## src/rtl/bfe_pkg.sv

```systemverilog
package bfe_pkg;
  typedef struct packed {
    logic capture;    // take addrIn as burst/async start address
    logic advance;    // step the burst address
    logic flow;       // pass addrIn straight through
    logic wrCapture;  // latch write address/data
  } strobe_t;
endpackage

```

## src/rtl/bfe_ctrl.sv

```systemverilog
module bfe_ctrl #(
  parameter int LW = 3
) (
  input  logic            clk,
  input  logic            rstN,
  input  logic            busClk,
  input  logic            ceN,
  input  logic            weN,
  input  logic            advN,
  input  logic            syncMode,
  input  logic            waitPolHigh,
  input  logic [LW-1:0]   latency,
  output bfe_pkg::strobe_t strb,
  output logic            waitOut,
  output logic            waitEn
);
  logic advPrev, busPrev, wePrev;
  logic latched, burst;
  logic [LW-1:0] cnt;
  logic advRise, advFall, busRise, weRise, latchedEff;
  logic stepOk, countDown, waitActive;

  always_comb begin
    advRise    = advN & ~advPrev;
    advFall    = ~advN & advPrev;
    busRise    = busClk & ~busPrev;
    weRise     = weN & ~wePrev;
    latchedEff = latched & ~advFall;
    strb.capture   = ~ceN & ~latchedEff &
                     (advRise | (syncMode & busRise & ~advN));
    stepOk         = ~ceN & syncMode & burst & busRise & weN & ~strb.capture;
    strb.advance   = stepOk & (cnt == '0);
    countDown      = stepOk & (cnt != '0);
    strb.flow      = ~ceN & ~advN & ~syncMode;
    strb.wrCapture = ~ceN & weRise;
    waitActive     = ~syncMode | ~weN | ~burst | (cnt != '0);
    waitOut        = waitPolHigh ? waitActive : ~waitActive;
    waitEn         = ~ceN;
  end

  always_ff @(posedge clk or negedge rstN) begin
    if (!rstN) begin
      advPrev <= 1'b1;
      busPrev <= 1'b0;
      wePrev  <= 1'b1;
      latched <= 1'b0;
      burst   <= 1'b0;
      cnt     <= '0;
    end else begin
      advPrev <= advN;
      busPrev <= busClk;
      wePrev  <= weN;
      if (ceN) begin
        latched <= 1'b0;
        burst   <= 1'b0;
        cnt     <= '0;
      end else begin
        if (strb.capture) latched <= 1'b1;
        else if (advFall) latched <= 1'b0;
        if (strb.capture) begin
          burst <= syncMode;
          cnt   <= syncMode ? latency : '0;
        end else if (countDown) begin
          cnt <= cnt - 1'b1;
        end
      end
    end
  end

  AST_CE_IDLE: assert property (@(posedge clk) disable iff (!rstN)
    ceN |=> (!burst && cnt == '0));
  AST_CNT_LOAD: assert property (@(posedge clk) disable iff (!rstN)
    (strb.capture && syncMode) |=> (cnt == $past(latency)));
endmodule

```

## src/rtl/bfe_datapath.sv

```systemverilog
module bfe_datapath #(
  parameter int AW = 8,
  parameter int DW = 16
) (
  input  logic             clk,
  input  logic             rstN,
  input  bfe_pkg::strobe_t strb,
  input  logic [AW-1:0]    addrIn,
  input  logic [DW-1:0]    dataIn,
  output logic [AW-1:0]    arrayAddr,
  output logic [AW-1:0]    wrAddr,
  output logic [DW-1:0]    wrData,
  output logic             wrStrobe
);
  logic [AW-1:0] addrReg;

  always_ff @(posedge clk or negedge rstN) begin
    if (!rstN) begin
      addrReg  <= '0;
      wrAddr   <= '0;
      wrData   <= '0;
      wrStrobe <= 1'b0;
    end else begin
      if (strb.capture)      addrReg <= addrIn;
      else if (strb.advance) addrReg <= addrReg + 1'b1;
      wrStrobe <= strb.wrCapture;
      if (strb.wrCapture) begin
        wrAddr <= addrIn;
        wrData <= dataIn;
      end
    end
  end

  assign arrayAddr = strb.flow ? addrIn : addrReg;

  AST_CAPTURE_ADDR: assert property (@(posedge clk) disable iff (!rstN)
    strb.capture |=> (addrReg == $past(addrIn)));
  AST_BURST_STEP: assert property (@(posedge clk) disable iff (!rstN)
    (strb.advance && !strb.capture) |=> (addrReg == $past(addrReg) + 1'b1));
  AST_WR_PULSE: assert property (@(posedge clk) disable iff (!rstN)
    wrStrobe |=> !wrStrobe);
endmodule

```

## src/rtl/burst_flash_frontend.sv

```systemverilog
module burst_flash_frontend #(
  parameter int AW = 8,
  parameter int DW = 16,
  parameter int LW = 3
) (
  input  logic          clk,
  input  logic          rstN,
  input  logic          busClk,
  input  logic          ceN,
  input  logic          oeN,
  input  logic          weN,
  input  logic          advN,
  input  logic [AW-1:0] addrIn,
  input  logic [DW-1:0] dataIn,
  input  logic          syncMode,
  input  logic          waitPolHigh,
  input  logic [LW-1:0] latency,
  output logic [AW-1:0] arrayAddr,
  output logic          dataOutEn,
  output logic [AW-1:0] wrAddr,
  output logic [DW-1:0] wrData,
  output logic          wrStrobe,
  output logic          waitOut,
  output logic          waitEn
);
  bfe_pkg::strobe_t strb;

  bfe_ctrl #(.LW(LW)) ctrl (
    .clk(clk), .rstN(rstN), .busClk(busClk), .ceN(ceN), .weN(weN),
    .advN(advN), .syncMode(syncMode), .waitPolHigh(waitPolHigh),
    .latency(latency), .strb(strb), .waitOut(waitOut), .waitEn(waitEn)
  );

  bfe_datapath #(.AW(AW), .DW(DW)) dp (
    .clk(clk), .rstN(rstN), .strb(strb), .addrIn(addrIn), .dataIn(dataIn),
    .arrayAddr(arrayAddr), .wrAddr(wrAddr), .wrData(wrData),
    .wrStrobe(wrStrobe)
  );

  assign dataOutEn = ~ceN & ~oeN;
endmodule

```

## config.mk

```make
export PLATFORM = sky130hd
export DESIGN_NAME = burst_flash_frontend
export DESIGN_NICKNAME = d
export VERILOG_FILES = /design/src/rtl/bfe_pkg.sv /design/src/rtl/bfe_ctrl.sv /design/src/rtl/bfe_datapath.sv /design/src/rtl/burst_flash_frontend.sv
export SDC_FILE = /design/constraint.sdc
export NUM_CORES = 1
export LEC_CHECK = 0
export BUFFER_PORTS_ARGS = -buffer_cell sky130_fd_sc_hd__buf_2
export CELL_PAD_IN_SITES_DETAIL_PLACEMENT = 0
export CELL_PAD_IN_SITES_GLOBAL_PLACEMENT = 2
export CORE_UTILIZATION = 33
export CTS_CLUSTER_DIAMETER = 150
export DETAILED_ROUTE_END_ITERATION = 10
export HOLD_SLACK_MARGIN = 0.03
export PLACE_DENSITY_LB_ADDON = 0.1
export SYNTH_ARGS = -nofsm -noshare
export SYNTH_HDL_FRONTEND = slang
export SYNTH_HIERARCHICAL = 1
export SYNTH_SLANG_ARGS = --single-unit
```

## constraint.sdc

```tcl
create_clock -name clk -period 3.87 [get_ports clk]
set_input_delay 0.1935 -clock clk [delete_from_list [all_inputs] [get_ports clk]]
set_output_delay 0.1935 -clock clk [all_outputs]
set_load 0.03 [all_outputs]
```

Yosys cells after proc, flatten, opt, wreduce, memory -nomap -nowiden

Index checks and enable logic that the tools add are counted.

$add $sub $neg: 2
Multiplexer cells: 13
Bitwise operators: 37
Reductions and logical operators: 6

Operators with widths:

| operator            | number |
|---|---|
| $mux 8              | 3 |
| $and 1x1->1         | 20 |
| $not 1->1           | 13 |
| $mux 3              | 4 |
| $reduce_bool 3->1   | 3 |
| $add 8x1->8 const B | 1 |
| $mux 1              | 6 |
| $or 1x1->1          | 4 |
| $reduce_bool 2->1   | 2 |
| $logic_not 3->1     | 1 |
| $sub 3x1->3 const B | 1 |

Register bits after elaboration: 41
Input bits: 36
Output and inout port bits: 36
Word-level logic and storage cells: 68

Longest topological paths before layout

Word-level depth: 13
Gate-level depth with buffers: 9
Gate-level depth less buffers: 8

Modules after synthesis

The synthesis kept the hierarchy.

Modules (own cells, without submodules):

| module               | instances | cells each | area each (um2) | sequential area each (um2) |
|---|---|---|---|---|
| bfe_datapath         | 1         | 110        | 1460.2          | 825.8 |
| bfe_ctrl             | 1         | 48         | 474.2           | 202.7 |
| burst_flash_frontend | 1         | 1          | 3.8             | 0.0 |

Worst setup path before layout

Ideal clock, no wire load.

Path type: register to register
Start point: reg ctrl.cnt[0]
End point: reg dp.addrReg[7]
Data arrival time: 1.804 ns
Setup slack: 1.997 ns
Cell stages (with the launch flop): 10
Period minus slack after synthesis: 1.873 ns
Cell sequence: dfrtp_1 > inv_1 > ha_1 > nor2b_1 > nand2_1 > nor3_1 > buf_4 > nand4_2 > or4_1 > nand3_1

RTL lines:

| what                   | RTL line           | RTL |
|---|---|---|
| from (decl)            | bfe_ctrl.sv:19     | `logic [LW-1:0] cnt;` |
| from (signal assigned) | bfe_ctrl.sv:62     | `cnt <= syncMode ? latency : '0;` |
| from (signal assigned) | bfe_ctrl.sv:64     | `cnt <= cnt - 1'b1;` |
| to (signal assigned)   | bfe_datapath.sv:24 | `if (strb.capture) addrReg <= addrIn;` |
| to (signal assigned)   | bfe_datapath.sv:25 | `else if (strb.advance) addrReg <= addrReg + 1'b1;` |
| to (decl)              | bfe_datapath.sv:15 | `logic [AW-1:0] addrReg;` |

==> impl_results.md <==
- Number of global-route vias before repair: about 1400
- Total setup violations reported at the end of the flow: 0
- RSZ-0062 raised after global routing: false
- Maximum capacitance violations: 0
- Leakage power total: about 1.1 nW
- Overall routed net length: 4130 µm
- Avg Inst Size Synth: roughly 12 µm²
- Number of buffers created by CTS: 5
- First-pass DRT Iterations: 4
- Share of the core filled with cells in the final layout: 0.437
- Die ar.: 6180 µm²
- Effective utilization at floorplan: 0.348
- Total of cells resized after clock tree synthesis: 0
- Die Wd: 78.6 µm
- Global routing usage summed across all routing layers: 0.145
- Critical path start-end classification: reg -> reg
- Source of the worst register-to-register timing path: ctrl/cnt[0]
- Area growth from synthesis to layout: 25.6%
- Clock Latency Late Sink: 290 ps
- Share of final-layout standard cells stronger than drive strength 1: 0.496
- FF+latch count, synth: 41
- Site row count: 27
- CTS HTree Levels: 2
- Clock sinks: 41
- Antenna-violating nets left: 0
- Summed instance area of the synthesized netlist: just under 2000 µm²
- Reg clk slew, reported paths: 70 ps
- Crit end category: flop
- YS warnings: 6
- Root buffer cell: clkbuf_8
- Highest Clock Rate: 413 MHz
- Synthesized netlist cell count: 159
- Total Negative Setup Slacks: 0 ps
- Remaining global-route overflow: 0
- Mapped Nets: between 150 and 200
- CP Launch Type: flop
- Number of diodes: 0
- Number of slew-limit violations in the final report: 0
- Number of buffers added on ports: 71
- Area inside the core boundary: 5570 µm²
- Number of hold violations in the final report: 0
- Total non-filler cell area in the finished layout: 2430 µm²
- TritonCTS clock tree: done
- Flop2flop setup slack: 1450 ps
- First-pass GRT wire length: 6840 µm
- Portion of the post-synthesis area used by sequential elements: 0.531
- Detail-routed via count per cell: roughly 4.8
- Number of design rule violations left after detail routing: 0
- Fin nets: 270
- Worst vdd ir: 0.000174 V
- Final clock period utilization by the worst path: 0.626
- Tightest Pin Transition: 1160 ps
- Area post-placement: ~2300 µm²
- HP Class: in -> async
- Number of fillers in the final layout: 565
- Largest net degree at the start of global routing: 42
- Worst r2r dst: dp/addrReg[7]
- Clock Skew: 2.76 ps
- Max Buffers Root-to-Sink: 2
- Worst slew margin relative to its limit: 0.221
- Vertical extent of the die: 78.6 µm
- Antenna violations before repair: 0
- Clock period minus final worst setup slack: 2420 ps
- Arrival time at the worst endpoint: 2640 ps
- Result of the run: complete, no violations
- Number of cells traversed by the worst register-to-register path: 8
- WL/cell: 13.6 µm
- CP Max Fanout: 6
- Post-synthesis cell type count: 34
- Pwr Density: 482 nW/µm²
- Detailed router's first-iteration violation count: between 40 and 50
- HPWL reported at the end of detailed placement: between 3000 and 4000 µm
- IO Count: 72
- Gpl congestion: 0.772
- Number of vias after detailed routing: 1445
- Required time of the critical path: 4090 ps
==> per-layer routing <==
layer	vias to the layer above	part of all wire	global-route usage
met5	-	0	0
met4	0	0.012	0.0500
met3	6	0.071	0.0384
met2	62	0.47	0.242
met1	670	0.45	0.179
li1	707	-	-
==> where the power goes <==
group / switching (W) / internal, W / leakage (nW)
combinational: 0.000229 / 0.000134 / 0.602
sequential: 0.0000453 / 0.000498 / 0.495
clock: 0.000137 / 0.000128 / 0.0395
==> cell usage in the layout, fill, tap and decap left out <==
master	instances
a2111oi_2	1
a211oi_1	1
a21o_1	1
a21oi_1	3
a311oi_1	1
and3b_1	1
and3b_4	1
and4b_1	1
buf_2	71
buf_4	1
clkbuf_1	3
clkbuf_8	5
dfrtp_1	39
dfstp_2	2
dlygate4sd3_1	2
ha_1	3
inv_1	4
mux2_1	3
mux2_2	29
mux2i_1	3
nand2_1	13
nand3_1	6
nand4_1	3
nand4_2	1
nor2_1	4
nor2_2	1
nor2b_1	5
nor2b_2	2
nor3_1	4
o21ai_0	5
o21ai_1	3
o21ai_2	1
or4_1	3
xnor2_1	3
xor2_1	3
==> Yosys cell counts (all sizes together) <==
cell     instances  area, µm²
a2111oi          1       15.0
ha               3       37.5
xnor2            3       26.3
a311oi           1       8.76
a21oi            3       15.0
and3b            2       21.3
clkbuf           2       7.51
nand3            6       30.0
mux2            32        360
nor3             4       20.0
a211oi           1       7.51
xor2             3       26.3
o21ai            9       48.8
nor2b            7       46.3
nor2             5       21.3
and4b            1       10.0
or4              3       22.5
a21o             1       7.51
inv              4       15.0
nand2           13       48.8
buf              7       52.5
mux2i            3       30.0
nand4            4       31.3
dfrtp           39        976
dfstp            2       52.6
==> layout make-up <==
| class | instances | area [µm²] | area share |
|---|---|---|---|
| Multi-Input combinational cell | 105 | 837 | 0.344 |
| Inverter | 4 | 15.0 | 0.00617 |
| Timing Repair Buffer | 74 | 383 | 0.157 |
| Clock buffer | 8 | 80.1 | 0.0329 |
| Tap cell | 72 | 90.1 | 0.0370 |
| Sequential cell | 41 | 1030 | 0.423 |
==> registers in the layout, summed over array words and instances, names as in the netlist <==
name          flops
dp/wrData        16
dp/addrReg        8
dp/wrAddr         8
ctrl/cnt          3
ctrl/advPrev      1
ctrl/burst        1
ctrl/busPrev      1
ctrl/latched      1
ctrl/wePrev       1
dp/wrStrobe       1
==> cells by family (layout without fill, tap and decap cells) <==
kind of cell,Yosys count,after routing,share of synthesized area
fa+ha+maj,3,3,0.0194
mux,35,35,0.201
flops,41,41,0.531
xor+xnor,6,6,0.0271
simple gates,45,45,0.130
compound gates,16,16,0.0529
buf+inv,13,86,0.0387
==> repair_timing <==
item                                    in CTS  in global routing
endpoints found under the setup margin       0                  0
buffers inserted                             0                  0
hold buffers                                 2                  0
hold endpoints to repair                     2                  0
==> worst max-delay path, stage by stage, from the launching register on <==
cell and delay (ps):
dfrtp_1 390, inv_1 80, ha_1 130, nor2b_1 210, nand2_1 80, nor3_1 640
nand4_2 240, or4_1 510, nand3_1 90
==> worst max-delay path by stage <==
stage | end | slack (ps) | start
after floorplan | dp/addrReg[7] | 2000 | ctrl/cnt[0]
after global placement | dp/addrReg[7] | 1550 | ctrl/cnt[0]
after detailed placement | dp/addrReg[7] | 1470 | ctrl/cnt[0]
after CTS | dp/addrReg[7] | 1440 | ctrl/cnt[0]
after global routing | dp/addrReg[5] | 1230 | ctrl/advPrev
final | dp/addrReg[7] | 1450 | ctrl/cnt[0]
==> through the flow <==
stage / cells / hold slack, ps / power, W / setup slack, ps
floorplan: 159 / -102 / 0.000798 / 2000
global placement: 294 / 316 / 0.000912 / 1550
detailed placement: 294 / 320 / 0.000920 / 1470
CTS: 304 / 37.8 / 0.00120 / 1440
global route: 304 / 43.8 / 0.00125 / 1230
finish: 304 / 47.1 / 0.00117 / 1450
No activity file was read; power rests on OpenSTA's default activity.
